File: src/rtl/cmdseq_pkg.sv
package cmdseq_pkg;

   typedef enum logic [3:0] {
      OPC_SETUP  = 4'b1000,
      OPC_DMACNT = 4'b0111,
      OPC_PRELEN = 4'b0110,
      OPC_FORMAT = 4'b0100,
      OPC_MODE   = 4'b0000,
      OPC_FILL   = 4'b0011,
      OPC_REPEAT = 4'b0010,
      OPC_STOP   = 4'b1111
   } opcode_e;

   typedef enum logic [1:0] {
      ST_IDLE = 2'd0,
      ST_LOAD = 2'd1,
      ST_SEND = 2'd2,
      ST_SENT = 2'd3
   } seq_state_e;

   // Bit positions inside the setup word: the write port and send engine
   // rely on these exact positions.
   localparam int unsigned SB_CLKSEL = 11;
   localparam int unsigned SB_DIV_HI = 10;
   localparam int unsigned SB_DIV_LO = 8;
   localparam int unsigned SB_TOGGLE = 4;
   localparam int unsigned SB_BUS32  = 3;
   localparam int unsigned SB_DMA    = 2;
   localparam int unsigned SB_PREFIX = 1;
   localparam int unsigned SB_LEVEL  = 0;

   localparam int unsigned MB_MASK   = 3;
   localparam logic [1:0]  MODE_LOAD = 2'b01;
   localparam logic [1:0]  MODE_SEND = 2'b10;

   typedef struct packed {
      logic       clk_cont;
      logic [2:0] div;
      logic       toggle;
      logic       bus32;
      logic       dma;
      logic       prefix;
      logic       level;
   } setup_t;

   typedef struct packed {
      logic lifo;
      logic lsb;
   } format_t;

endpackage

File: src/rtl/cmdseq_decode.sv
module cmdseq_decode
   import cmdseq_pkg::*;
#(
   parameter int unsigned CMD_W = 16,
   parameter int unsigned OPC_W = 4
) (
   input  logic             clk,
   input  logic             rst_n,
   input  logic             cmd_valid,
   input  logic [CMD_W-1:0] cmd_word,
   input  seq_state_e       state,
   output logic             wr_setup,
   output logic             wr_dmacnt,
   output logic             wr_prelen,
   output logic             wr_format,
   output logic             go_load,
   output logic             go_send,
   output logic             wr_fill,
   output logic             go_repeat,
   output logic             do_stop
);

   localparam int unsigned OPC_LO = CMD_W - OPC_W;

   generate
      if (OPC_W != 4) begin : g_bad_opc
         $error("cmdseq_decode: opcode field must be four bits");
      end
      if (CMD_W < OPC_W + 12) begin : g_bad_cmd
         $error("cmdseq_decode: command word too narrow for its fields");
      end
   endgenerate

   logic [OPC_W-1:0] opc;
   logic [1:0]       mode_lo;
   logic             st_idle, st_load, st_send, st_sent;

   assign opc     = cmd_word[CMD_W-1:OPC_LO];
   assign mode_lo = cmd_word[1:0];
   assign st_idle = (state == ST_IDLE);
   assign st_load = (state == ST_LOAD);
   assign st_send = (state == ST_SEND);
   assign st_sent = (state == ST_SENT);

   always_comb begin
      wr_setup  = 1'b0;
      wr_dmacnt = 1'b0;
      wr_prelen = 1'b0;
      wr_format = 1'b0;
      go_load   = 1'b0;
      go_send   = 1'b0;
      wr_fill   = 1'b0;
      go_repeat = 1'b0;
      do_stop   = 1'b0;
      if (cmd_valid) begin
         case (opc)
            OPC_SETUP:  wr_setup  = st_idle;
            OPC_DMACNT: wr_dmacnt = st_idle;
            OPC_PRELEN: wr_prelen = st_idle;
            OPC_FORMAT: wr_format = st_idle;
            OPC_MODE: begin
               go_load = (mode_lo == MODE_LOAD) && !st_send;
               go_send = (mode_lo == MODE_SEND) && (st_load || st_sent);
            end
            OPC_FILL:   wr_fill   = st_load || st_sent;
            OPC_REPEAT: go_repeat = st_sent;
            OPC_STOP:   do_stop   = 1'b1;
            default: ;
         endcase
      end
   end


   send_only_stop_chk: assert property (@(posedge clk) disable iff (!rst_n)
      st_send |-> !(wr_setup || wr_dmacnt || wr_prelen || wr_format ||
                    go_load || go_send || wr_fill || go_repeat));


   single_action_chk: assert property (@(posedge clk) disable iff (!rst_n)
      $onehot0({wr_setup, wr_dmacnt, wr_prelen, wr_format, go_load,
                go_send, wr_fill, go_repeat, do_stop}));

endmodule

File: src/rtl/cmdseq_cfg.sv
module cmdseq_cfg
   import cmdseq_pkg::*;
#(
   parameter int unsigned CMD_W  = 16,
   parameter int unsigned DCNT_W = 9,
   parameter int unsigned PLEN_W = 12
) (
   input  logic              clk,
   input  logic              rst_n,
   input  logic [CMD_W-1:0]  cmd_word,
   input  logic              wr_setup,
   input  logic              wr_dmacnt,
   input  logic              wr_prelen,
   input  logic              wr_format,
   input  logic              is_idle,
   output setup_t            setup_q,
   output format_t           format_q,
   output logic [DCNT_W-1:0] dcnt_q,
   output logic [PLEN_W-1:0] plen_q
);

   generate
      if (DCNT_W > CMD_W - 4 || PLEN_W > CMD_W - 4) begin : g_bad_w
         $error("cmdseq_cfg: count fields overlap the opcode");
      end
   endgenerate

   setup_t  setup_d;
   format_t format_d;

   always_comb begin
      setup_d.clk_cont = cmd_word[SB_CLKSEL];
      setup_d.div      = cmd_word[SB_DIV_HI:SB_DIV_LO];
      setup_d.toggle   = cmd_word[SB_TOGGLE];
      setup_d.bus32    = cmd_word[SB_BUS32];
      setup_d.dma      = cmd_word[SB_DMA];
      setup_d.prefix   = cmd_word[SB_PREFIX];
      setup_d.level    = cmd_word[SB_LEVEL];
      format_d.lifo    = cmd_word[1];
      format_d.lsb     = cmd_word[0];
   end

   always_ff @(posedge clk) begin
      if (!rst_n) begin
         setup_q  <= '0;
         format_q <= '0;
         dcnt_q   <= '0;
         plen_q   <= '0;
      end else begin
         if (wr_setup)  setup_q  <= setup_d;
         if (wr_format) format_q <= format_d;
         if (wr_dmacnt) dcnt_q   <= cmd_word[DCNT_W-1:0];
         if (wr_prelen) plen_q   <= cmd_word[PLEN_W-1:0];
      end
   end


   cfg_frozen_chk: assert property (@(posedge clk) disable iff (!rst_n)
      !is_idle |=> $stable({setup_q, format_q, dcnt_q, plen_q}));

endmodule

File: src/rtl/cmdseq_fsm.sv
module cmdseq_fsm
   import cmdseq_pkg::*;
#(
   parameter int unsigned CMD_W  = 16,
   parameter int unsigned FILL_W = 9
) (
   input  logic              clk,
   input  logic              rst_n,
   input  logic [CMD_W-1:0]  cmd_word,
   input  logic              cmd_valid,
   input  logic              host_access,
   input  logic              line_done,
   input  logic              go_load,
   input  logic              go_send,
   input  logic              wr_fill,
   input  logic              go_repeat,
   input  logic              do_stop,
   output seq_state_e        state_q,
   output logic [FILL_W-1:0] fill_words_q,
   output logic              fill_line_q,
   output logic              mask_q,
   output logic              start_q,
   output logic              repeat_q,
   output logic              intr_n_q
);

   logic line_end;
   assign line_end = line_done && (state_q == ST_SEND);

   always_ff @(posedge clk) begin
      if (!rst_n) begin
         state_q      <= ST_IDLE;
         fill_words_q <= '0;
         fill_line_q  <= 1'b0;
         mask_q       <= 1'b0;
         start_q      <= 1'b0;
         repeat_q     <= 1'b0;
         intr_n_q     <= 1'b1;
      end else if (do_stop) begin
         state_q      <= ST_IDLE;
         fill_words_q <= '0;
         fill_line_q  <= 1'b0;
         mask_q       <= 1'b0;
         start_q      <= 1'b0;
         repeat_q     <= 1'b0;
         intr_n_q     <= 1'b1;
      end else begin
         start_q  <= go_send;
         repeat_q <= go_repeat;
         if (go_load) begin
            state_q     <= ST_LOAD;
            mask_q      <= cmd_word[MB_MASK];
            fill_line_q <= 1'b0;
         end else if (go_send) begin
            state_q <= ST_SEND;
            mask_q  <= cmd_word[MB_MASK];
         end else if (go_repeat) begin
            state_q <= ST_SEND;
         end else if (line_end) begin
            state_q <= ST_SENT;
         end
         if (wr_fill) begin
            fill_words_q <= cmd_word[FILL_W-1:0];
            fill_line_q  <= 1'b1;
         end
         if (line_end) intr_n_q <= 1'b0;
         else if (cmd_valid || host_access) intr_n_q <= 1'b1;
      end
   end


   intr_fall_chk: assert property (@(posedge clk) disable iff (!rst_n)
      $fell(intr_n_q) |-> (state_q == ST_SENT));


   send_entry_chk: assert property (@(posedge clk) disable iff (!rst_n)
      (state_q == ST_SEND) && $past(state_q != ST_SEND) |-> (start_q || repeat_q));


   repeat_src_chk: assert property (@(posedge clk) disable iff (!rst_n)
      repeat_q |-> $past(state_q == ST_SENT));

endmodule

File: src/rtl/cmd_mode_seq.sv
module cmd_mode_seq
   import cmdseq_pkg::*;
#(
   parameter int unsigned CMD_W  = 16,
   parameter int unsigned OPC_W  = 4,
   parameter int unsigned DCNT_W = 9,
   parameter int unsigned PLEN_W = 12,
   parameter int unsigned FILL_W = 9
) (
   input  logic              clk,
   input  logic              rst_n,
   input  logic              cmd_valid,
   input  logic [CMD_W-1:0]  cmd_word,
   input  logic              host_access,
   input  logic              line_done,
   output logic              clk_sel_cont,
   output logic [2:0]        div_sel,
   output logic              toggle_ext,
   output logic              bus32_ext,
   output logic              dma_mode,
   output logic              prefix_en,
   output logic              fill_level,
   output logic              lifo_order,
   output logic              lsb_first,
   output logic [DCNT_W-1:0] dma_words,
   output logic [PLEN_W-1:0] prefix_bits,
   output logic [FILL_W-1:0] fill_words,
   output logic              fill_line,
   output logic              dma_mask,
   output logic              in_write,
   output logic              in_send,
   output logic              line_sent,
   output logic              busy_n,
   output logic              start_pulse,
   output logic              repeat_pulse,
   output logic              intr_n
);

   localparam int unsigned OPC_LO = CMD_W - OPC_W;

   seq_state_e state;
   setup_t     setup_q;
   format_t    format_q;
   logic wr_setup, wr_dmacnt, wr_prelen, wr_format;
   logic go_load, go_send, wr_fill, go_repeat, do_stop;

   cmdseq_decode #(.CMD_W(CMD_W), .OPC_W(OPC_W)) u_dec (
      .clk       (clk),
      .rst_n     (rst_n),
      .cmd_valid (cmd_valid),
      .cmd_word  (cmd_word),
      .state     (state),
      .wr_setup  (wr_setup),
      .wr_dmacnt (wr_dmacnt),
      .wr_prelen (wr_prelen),
      .wr_format (wr_format),
      .go_load   (go_load),
      .go_send   (go_send),
      .wr_fill   (wr_fill),
      .go_repeat (go_repeat),
      .do_stop   (do_stop)
   );

   cmdseq_cfg #(.CMD_W(CMD_W), .DCNT_W(DCNT_W), .PLEN_W(PLEN_W)) u_cfg (
      .clk       (clk),
      .rst_n     (rst_n),
      .cmd_word  (cmd_word),
      .wr_setup  (wr_setup),
      .wr_dmacnt (wr_dmacnt),
      .wr_prelen (wr_prelen),
      .wr_format (wr_format),
      .is_idle   (state == ST_IDLE),
      .setup_q   (setup_q),
      .format_q  (format_q),
      .dcnt_q    (dma_words),
      .plen_q    (prefix_bits)
   );

   cmdseq_fsm #(.CMD_W(CMD_W), .FILL_W(FILL_W)) u_fsm (
      .clk          (clk),
      .rst_n        (rst_n),
      .cmd_word     (cmd_word),
      .cmd_valid    (cmd_valid),
      .host_access  (host_access),
      .line_done    (line_done),
      .go_load      (go_load),
      .go_send      (go_send),
      .wr_fill      (wr_fill),
      .go_repeat    (go_repeat),
      .do_stop      (do_stop),
      .state_q      (state),
      .fill_words_q (fill_words),
      .fill_line_q  (fill_line),
      .mask_q       (dma_mask),
      .start_q      (start_pulse),
      .repeat_q     (repeat_pulse),
      .intr_n_q     (intr_n)
   );

   assign clk_sel_cont = setup_q.clk_cont;
   assign div_sel      = setup_q.div;
   assign toggle_ext   = setup_q.toggle;
   assign bus32_ext    = setup_q.bus32;
   assign dma_mode     = setup_q.dma;
   assign prefix_en    = setup_q.prefix;
   assign fill_level   = setup_q.level;
   assign lifo_order   = format_q.lifo;
   assign lsb_first    = format_q.lsb;
   assign in_write     = (state == ST_LOAD);
   assign in_send      = (state == ST_SEND);
   assign line_sent    = (state == ST_SENT);
   assign busy_n       = (state != ST_SEND);


   stop_to_idle_chk: assert property (@(posedge clk) disable iff (!rst_n)
      cmd_valid && (cmd_word[CMD_W-1:OPC_LO] == 4'b1111)
      |=> !in_write && !in_send && !line_sent && intr_n && !dma_mask && !fill_line);


   one_mode_chk: assert property (@(posedge clk) disable iff (!rst_n)
      $onehot0({in_write, in_send, line_sent}));


   start_one_cycle_chk: assert property (@(posedge clk) disable iff (!rst_n)
      start_pulse |=> !start_pulse);

endmodule

File: config.mk
export PLATFORM = sky130hd
export DESIGN_NAME = cmd_mode_seq
export DESIGN_NICKNAME = d
export VERILOG_FILES = /design/src/rtl/cmdseq_pkg.sv /design/src/rtl/cmdseq_decode.sv /design/src/rtl/cmdseq_cfg.sv /design/src/rtl/cmdseq_fsm.sv /design/src/rtl/cmd_mode_seq.sv
export SDC_FILE = /design/constraint.sdc
export NUM_CORES = 1
export LEC_CHECK = 0
export ABC_AREA = 1
export BUFFER_PORTS_ARGS = -buffer_cell sky130_fd_sc_hd__buf_2
export CAP_MARGIN = 20
export CORE_MARGIN = 2
export CORE_UTILIZATION = 26
export CTS_CLUSTER_DIAMETER = 40
export CTS_CLUSTER_SIZE = 14
export DETAILED_ROUTE_END_ITERATION = 16
export PLACE_DENSITY_LB_ADDON = 0.2
export RECOVER_POWER = 25
export SLEW_MARGIN = 0
export SYNTH_ARGS = -nofsm -noshare
export SYNTH_HDL_FRONTEND = slang
export SYNTH_HIERARCHICAL = 1
export SYNTH_SLANG_ARGS = --single-unit
File: constraint.sdc
create_clock -name clk -period 3.3 [get_ports clk]
set_input_delay 0.165 -clock clk [delete_from_list [all_inputs] [get_ports clk]]
set_output_delay 0.165 -clock clk [all_outputs]
set_load 0.005 [all_outputs]
==> results of run 1 <==
-- per-stage QoR --
step / instance area [um^2] / total power, W / util, % / hold WS [ns] / setup WS (ns)
5_1_grt: 2530 / 0.00119 / 33.0 / 0.122 / 1.24
2_1_floorplan: 2040 / 0.000657 / - / 0.285 / 2.01
6_report: 2530 / 0.00112 / 33.0 / 0.110 / 1.48
3_3_place_gp: 2410 / 0.000689 / 31.5 / 0.419 / 1.34
4_1_cts: 2540 / 0.00115 / 33.2 / 0.0987 / 1.47
3_5_place_dp: 2420 / 0.000689 / 31.6 / 0.416 / 1.50
-- registers in the layout, summed over array words and instances (netlist names) --
signal	cells
u_cfg/dcnt_q	9
u_cfg/format_q	2
u_cfg/plen_q	12
u_cfg/setup_q	9
u_fsm/fill_line_q	1
u_fsm/fill_words_q	9
u_fsm/intr_n_q	1
u_fsm/mask_q	1
u_fsm/repeat_q	1
u_fsm/start_q	1
u_fsm/state_q	2
-- per-layer routing --
metal | GRT usage [%] | vias to the layer above
met5 | 0 | -
met4 | 4.10 | 0
met3 | 2.93 | 4
met2 | 19.5 | 47
met1 | 14.8 | 823
li1 | - | 1007
-- layout make-up --
| class | instances | area share (%) |
|---|---|---|
| sequential | 48 | 38.0 |
| multi-input combinational | 207 | 34.1 |
| timing repair buffer | 72 | 14.2 |
| tap | 102 | 5.05 |
| inverter | 26 | 3.86 |
| clock buffer | 6 | 3.27 |
| clock inverter | 2 | 1.53 |
-- worst min-delay path, stage by stage --
cell and delay (ns):
buf_2 0.07, nor3_1 0.04, o21bai_1 0.10
-- power groups by stage --
stage / clock [W] / sequential, W / combinational (W)
6_report: 0.000452 / 0.000592 / 0.0000811
5_1_grt: 0.000499 / 0.000593 / 0.0000929
4_1_cts: 0.000470 / 0.000592 / 0.0000836
3_5_place_dp: 0 / 0.000606 / 0.0000834
3_3_place_gp: 0 / 0.000606 / 0.0000830
2_1_floorplan: 0 / 0.000606 / 0.0000513
-- final timing paths --
kind,cells after the start,to,slack [ns]
worst min register to register,2,u_fsm/fill_words_q[3],0.47
worst min-delay path,3,u_fsm/intr_n_q,0.11
worst max-delay path,5,u_fsm/fill_words_q[7],1.48
worst max register to register,5,u_fsm/fill_words_q[7],1.48
==> out/results.tsv, run 1 <==
stage	metric	value	unit
logic_synthesis	syn-num-nets	313	
global_routing	grt-ovfl-total	0	
timing	period_share	55.0	%
final_layout	layout_common_cells	nand2_1 (97), nor2_1 (80), buf_2 (61)	
final_layout	seqCellArea	961	um^2
pwr	seq_power_share	52.6	%
route	drtPass1Iterations	5	
die	coreArea	7650	um^2
global_routing	antenna_found_initial	0	
route	wl_per_cell	10.5	um
placement	port-buffer-count	70	
global_routing	grt_pass1_wl	7900	um
status	outcome	finished, final reports clean	
global_routing	grt_usage	11.7	%
placement	dp_hpwl	3560	um
pwr	pwr-share-clk	40.2	%
route	route.top_layer_used	met4	
route	met1_length	2250	um
setup_path	cp.arrival	1.98	ns
setup_path	startpoint	u_fsm/state_q[0]	
clock_tree	path_clk_slew	0.09	ns
die	die_area	8560	um^2
final_layout	multi_input_area	862	um^2
logic_synthesis	avgSynthCellArea	6.98	um^2
logic_synthesis	synth.cell_area	2040	um^2
clock_tree	clock-root-buffer	clkbuf_8	
hold_path	hold_class	input pin to flip-flop	
final_layout	nets	381	
clock_tree	hold_buffers	0	
die	rows	32	
final_layout	layout_commonest_cell	nand2_1	
setup_path	cp_max_fo	11	
clock_tree	post_cts_buffers	0	
clock_tree	ctsResizeCount	0	
setup_path	cp-end-kind	flip-flop	
pwr	p_per_area	445	nW/um^2
run	max-cap-violations	0	
clock_tree	h-tree-depth	2	
setup_path	crit_type	flip-flop to flip-flop	
placement	place.detailed.instances	455	
final_layout	drive_gt1_share	24.7	%
setup_path	worstPathRequired	3.47	ns
timing	worst_pin_slew	0.901	ns
timing	hold_viol	0	
timing	final_max_slew_viol_count	0	
global_routing	grt_max_degree	34	
clock_tree	cts.sinks	48	
clock_tree	numCtsBuffers	5	
setup_path	slowest_delay	0.64	ns
timing	fmax	0.551	GHz
setup_path	path_delay_family	simple AND/OR/NAND/NOR gates	
final_layout	diodes	0	
route	wl_met3	254	um
route	vias	1881	
setup_path	start_kind	flip-flop	
timing	setup_violations	0	
clock_tree	tritoncts	yes	
setup_path	worstPathCellList	nand3_1 > nor2_1 > inv_2 > nand2_1 > a21oi_1	
clock_tree	clk_latency	0.29	ns
route	drc_errors	0	
timing	slew_headroom	39.9	%
route	avgViaCountPerCell	4.06	
route	drt_wl_total	4870	um
timing	rsz0062_at_grt	no	
pwr	p_int	0.000866	W
pwr	switching_share	23.0	%
timing	min_period	1.82	ns
final_layout	fillCellCount	873	
logic_synthesis	yosys_warnings	6	
clock_tree	clk_path_buf_depth	2	
global_routing	grt_pass1_vias	1652	
timing	fin_setup_tns	0	ns
placement	gp_congestion	0.765	
route	first_iter_violations	29	
pwr	ir_worst_vdd	0.179	mV
route	wl_met2	2310	um
pwr	p_leak	1.18	nW
hold_path	hold_start	host_access	
setup_path	r2r_start	u_fsm/state_q[0]	
final_layout	syn2layout_area_growth	24.0	%
pwr	power_switching	0.000259	W
die	io-pin-count	71	
die	die_h	92.5	um
setup_path	critPathBufInv	1	
pwr	p_comb_share	7.2	%
logic_synthesis	synth_cells	292	
die	die_x	92.5	um
timing	fin_skew	0.00668	ns
setup_path	slowest_stage	nor2_1	
die	start_util	26.7	%
route	postRouteAntennaNets	0	
final_layout	final_cells	463	
(Power assumes the default switching activity.)
==> run 2, diff against run 1 <==
Clock period 3.3 ns to 1.9 ns, I/O delays scaled along.
==> run 2 against run 1 <==
Effect of this change:
- clock power increased by 41%
- combinational power is 75% higher
- fmax is 38% higher
- core utilization decreased by 0.065 points
==> out/results.tsv, run 2 (synthesis results as in run 1) <==
stage	metric	value	unit
timing	min_period	1.32	ns
final_layout	syn2layout_area_growth	23.8	%
clock_tree	hold_buffers	0	
global_routing	antenna_found_initial	0	
global_routing	grt_usage	11.5	%
pwr	p_leak	1.19	nW
global_routing	grt_pass1_vias	1600	
global_routing	grt_max_degree	33	
setup_path	cp-end-kind	flip-flop	
final_layout	layout_commonest_cell	nand2_1	
placement	gp_congestion	0.754	
setup_path	r2r_start	u_fsm/state_q[1]	
timing	final_max_slew_viol_count	0	
timing	setup_violations	0	
pwr	ir_worst_vdd	0.310	mV
setup_path	slowest_stage	dfxtp_1	
route	drtPass1Iterations	4	
final_layout	fillCellCount	900	
die	die_area	8560	um^2
clock_tree	cts.sinks	48	
route	first_iter_violations	47	
timing	slew_headroom	77.2	%
timing	hold_viol	0	
clock_tree	h-tree-depth	2	
placement	placedInstanceArea	2440	um^2
route	postRouteAntennaNets	0	
clock_tree	clock-root-buffer	clkbuf_8	
setup_path	crit_type	flip-flop to flip-flop	
die	rows	32	
setup_path	critPathBufInv	1	
setup_path	cp_max_fo	24	
clock_tree	path_clk_slew	0.09	ns
timing	fmax	0.758	GHz
final_layout	largest_reg_flops	12	
setup_path	rr_worst_depth	7	
setup_path	start_kind	flip-flop	
route	wl_per_cell	10.6	um
clock_tree	tritoncts	yes	
clock_tree	ctsResizeCount	0	
final_layout	design_area	2520	um^2
setup_path	critical_path.most_common_cell	nand2_1	
die	die_h	92.5	um
route	drc_errors	0	
hold_path	hold_class	input pin to flip-flop	
placement	dp_hpwl	3610	um
setup_path	path_depth	7	
final_layout	seqCellArea	961	um^2
timing	period_share	69.5	%
clock_tree	clk_latency	0.29	ns
setup_path	endpoint	u_cfg/plen_q[10]	
setup_path	cp.arrival	1.52	ns
timing	worst_pin_slew	0.341	ns
die	die_x	92.5	um
die	coreArea	7650	um^2
global_routing	grt_pass1_wl	7670	um
setup_path	startpoint	u_fsm/state_q[1]	
die	start_util	26.7	%
final_layout	multi_input_area	862	um^2
status	outcome	finished, final reports clean	
final_layout	top_register	u_cfg/plen_q	
setup_path	rrSetupSlack	0.58	ns
final_layout	drive_gt1_share	25.8	%
route	drt_wl_total	4930	um
die	io-pin-count	71	
setup_path	slowest_delay	0.40	ns
final_layout	diodes	0	
run	max-cap-violations	0	
timing	fin_skew	0.00589	ns
setup_path	r2r_end	u_cfg/plen_q[10]	
route	vias	1858	
setup_path	worstPathCellList	nor2_1 > nand2_1 > nor2_2 > buf_4 > nand2_1 > nand2_1 > nor2_1	
final_layout	nets	384	
final_layout	layout_common_cells	nand2_1 (97), nor2_1 (80), buf_2 (64)	
clock_tree	post_cts_buffers	0	
clock_tree	numCtsBuffers	5	
clock_tree	clk_path_buf_depth	2	
placement	port-buffer-count	70	
timing	fin_setup_tns	0	ns
global_routing	grt-ovfl-total	0	
setup_path	worstPathRequired	2.10	ns
timing	rsz0062_at_grt	no	
pwr	p_per_area	716	nW/um^2
route	avgViaCountPerCell	3.99	
setup_path	path_delay_family	simple AND/OR/NAND/NOR gates	
==> run 2: cell count changes in the layout (fill, tap and decap cells not counted), sizes merged <==
cell / previous run / this run
clkinv: 1 / 0
clkinvlp: 0 / 1
buf: 63 / 70
bufinv: 1 / 0
clkbuf: 15 / 12
==> run 2: area by class of cell <==
cell class                 instances  area share (%)
clock buffer                       7            3.42
clock inverter                     1           0.298
inverter                          26            3.87
multi-input combinational        207            34.2
sequential                        48            38.1
tap                              102            5.06
timing repair buffer              75            15.1
==> run 2: tightest hold or removal path: stages <==
cell and delay [ns]:
buf_2 0.08, nor3_1 0.04, o21bai_1 0.12
==> run 2: per-layer routing <==
| layer | wire [um] | up-vias | global-route usage, % | part of all wire [%] |
|---|---|---|---|---|
| li1 | - | 1007 | - | - |
| met1 | 2260 | 802 | 15.0 | 46 |
| met2 | 2360 | 47 | 18.4 | 48 |
| met3 | 267 | 2 | 3.01 | 5.4 |
| met4 | 38 | 0 | 3.73 | 0.77 |
| met5 | 0 | - | 0 | 0 |
==> run 2: worst min path at each step <==
stage,startpoint,endpoint,slack (ns),cells after the start
6_report,host_access,u_fsm/intr_n_q,0.07,3
5_1_grt,cmd_word[4],u_fsm/fill_words_q[4],0.06,3
4_1_cts,cmd_word[2],u_fsm/fill_words_q[2],0.05,3
3_5_place_dp,host_access,u_fsm/intr_n_q,0.36,3
3_3_place_gp,host_access,u_fsm/intr_n_q,0.35,3
2_1_floorplan,rst_n,u_cfg/setup_q[5],0.22,2
==> run 2: power breakdown <==
group	total (W)	internal [W]	switching [W]
sequential	0.00103	0.00102	0.00000781
combinational	0.000142	0.0000544	0.0000879
clock	0.000636	0.000296	0.000340
==> run 2: through the flow <==
step | power [W] | cells | setup WS [ns] | utilization (%) | hold WS, ns
2_1_floorplan | 0.00114 | 292 | 0.609 | - | 0.215
6_report | 0.00181 | 466 | 0.580 | 33.0 | 0.0652
5_1_grt | 0.00190 | 466 | 0.365 | 33.0 | 0.0648
3_3_place_gp | 0.00120 | 458 | 0.598 | 31.9 | 0.352
3_5_place_dp | 0.00120 | 458 | 0.576 | 31.9 | 0.360
4_1_cts | 0.00185 | 466 | 0.561 | 33.1 | 0.0527
==> run 3, diff against run 2 <==
Clock period 1.9 ns to 1.3 ns, I/O delays scaled along.
==> run 3 against run 2 <==
Effect of this change:
- register-to-register slack worse by 0.50 ns
- design area up 3.2%
- combinational power up 56%
- clock skew up 0.0028 ns
- sequential share of layout area down 1.2 points
- setup slack worse by 0.50 ns
- critical endpoint is now u_fsm/fill_line_q
- highest routed layer unchanged
==> out/results.tsv, run 3 (synthesis results as in run 1) <==
stage	metric	value	unit
global_routing	grt_max_degree	25	
setup_path	crit_type	flip-flop to flip-flop	
hold_path	hold_class	input pin to flip-flop	
route	first_iter_violations	49	
final_layout	nets	388	
pwr	p_per_area	1080	nW/um^2
final_layout	layout_commonest_cell	nand2_1	
final_layout	syn2layout_area_growth	27.7	%
timing	worst_pin_slew	0.331	ns
placement	gp_congestion	0.737	
timing	fin_setup_tns	0	ns
setup_path	worstPathRequired	1.51	ns
final_layout	fillCellCount	882	
global_routing	grt_pass1_wl	8030	um
global_routing	antenna_found_initial	0	
die	start_util	26.7	%
route	postRouteAntennaNets	0	
route	drtPass1Iterations	4	
clock_tree	clk_latency	0.30	ns
timing	period_share	94.1	%
clock_tree	path_clk_slew	0.09	ns
route	drc_errors	0	
clock_tree	tritoncts	yes	
clock_tree	cts.sinks	48	
final_layout	largest_reg_flops	12	
setup_path	cp.arrival	1.43	ns
timing	hold_viol	0	
placement	dp_hpwl	3690	um
clock_tree	clock-root-buffer	clkbuf_8	
die	rows	32	
die	die_h	92.5	um
route	drt_wl_total	5030	um
final_layout	top_register	u_cfg/plen_q	
die	die_area	8560	um^2
final_layout	layout_common_cells	nand2_1 (97), nor2_1 (79), buf_2 (66)	
placement	port-buffer-count	70	
run	max-cap-violations	0	
timing	fmax	0.818	GHz
placement	place.detailed.instances	461	
pwr	p_leak	1.24	nW
final_layout	multi_input_area	865	um^2
global_routing	grt_pass1_vias	1768	
timing	rsz0062_at_grt	no	
setup_path	cp_max_fo	6	
final_layout	diodes	0	
timing	setup_violations	0	
route	wl_per_cell	10.7	um
global_routing	grt_usage	11.9	%
timing	slew_headroom	77.8	%
setup_path	start_kind	flip-flop	
clock_tree	h-tree-depth	2	
die	die_x	92.5	um
global_routing	grt-ovfl-total	0	
pwr	ir_worst_vdd	0.417	mV
die	coreArea	7650	um^2
setup_path	cp-end-kind	flip-flop	
timing	fin_skew	0.00872	ns
timing	min_period	1.22	ns
final_layout	seqCellArea	961	um^2
status	outcome	finished, final reports clean	
route	vias	1927	
die	io-pin-count	71	
final_layout	final_cells	470	
timing	final_max_slew_viol_count	0	
clock_tree	clk_path_buf_depth	2	
clock_tree	numCtsBuffers	5	
final_layout	drive_gt1_share	27.2	%
route	avgViaCountPerCell	4.10	
-- run 3: stage by stage --
| stage | total power, W | hold slack (ns) | worst slack, ns | utilization, % | instance area (um^2) |
|---|---|---|---|---|---|
| after floorplan | 0.00167 | 0.185 | 0.00861 | - | 2040 |
| after global placement | 0.00176 | 0.317 | 0.115 | 32.5 | 2480 |
| after detailed placement | 0.00176 | 0.328 | 0.0934 | 32.5 | 2480 |
| after CTS | 0.00287 | 0.0151 | 0.0757 | 34.0 | 2600 |
| after global routing | 0.00293 | 0.0163 | 0.0112 | 34.0 | 2600 |
| final | 0.00281 | 0.0279 | 0.0770 | 34.0 | 2600 |
-- run 3: area by class of cell --
cell class | instances | share of cell area, %
sequential | 48 | 36.9
clock buffer | 6 | 2.79
timing repair buffer | 79 | 17.1
inverter | 26 | 3.75
clock inverter | 2 | 1.35
multi-input combinational | 207 | 33.2
tap | 102 | 4.90
-- run 3: worst max-delay path, cell delays in order, from the launching register on --
cell and delay, ns:
dfxtp_1 0.40, buf_4 0.16, inv_1 0.04, nand2_1 0.04
nand2_1 0.06, nor2_2 0.13, inv_1 0.10, a21oi_1 0.16
nor2_2 0.04
-- run 3: power by group --
part           internal [W]  switching (W)
clock network      0.000572       0.000510
registers           0.00149      0.0000112
logic             0.0000904       0.000132
total               0.00215       0.000653
-- run 3: final timing paths --
| kind | start | to | slack, ns | depth (start not counted) |
|---|---|---|---|---|
| worst min register to register | u_cfg/setup_q[0] | u_cfg/setup_q[0] | 0.47 | 2 |
| worst min-delay path | cmd_word[6] | u_fsm/fill_words_q[6] | 0.03 | 3 |
| worst max register to register | u_fsm/state_q[0] | u_fsm/fill_line_q | 0.08 | 8 |
| worst max-delay path | u_fsm/state_q[0] | u_fsm/fill_line_q | 0.08 | 8 |
-- run 3: timing repair --
action                                  in CTS  in global routing
hold buffers                                 1                  0
hold endpoints to repair                     1                  0
setup buffers                                0                  0
gates resized for setup                      0                  2
endpoints found under the setup margin       0                 13
-- run 3: routing by layer --
layer  GRT usage (%)  vias to the layer above  wire length, um
li1                -                     1016                -
met1            13.7                      865             2300
met2            20.9                       42             2410
met3            3.74                        4              281
met4            3.73                        0               44
met5               0                        -                0
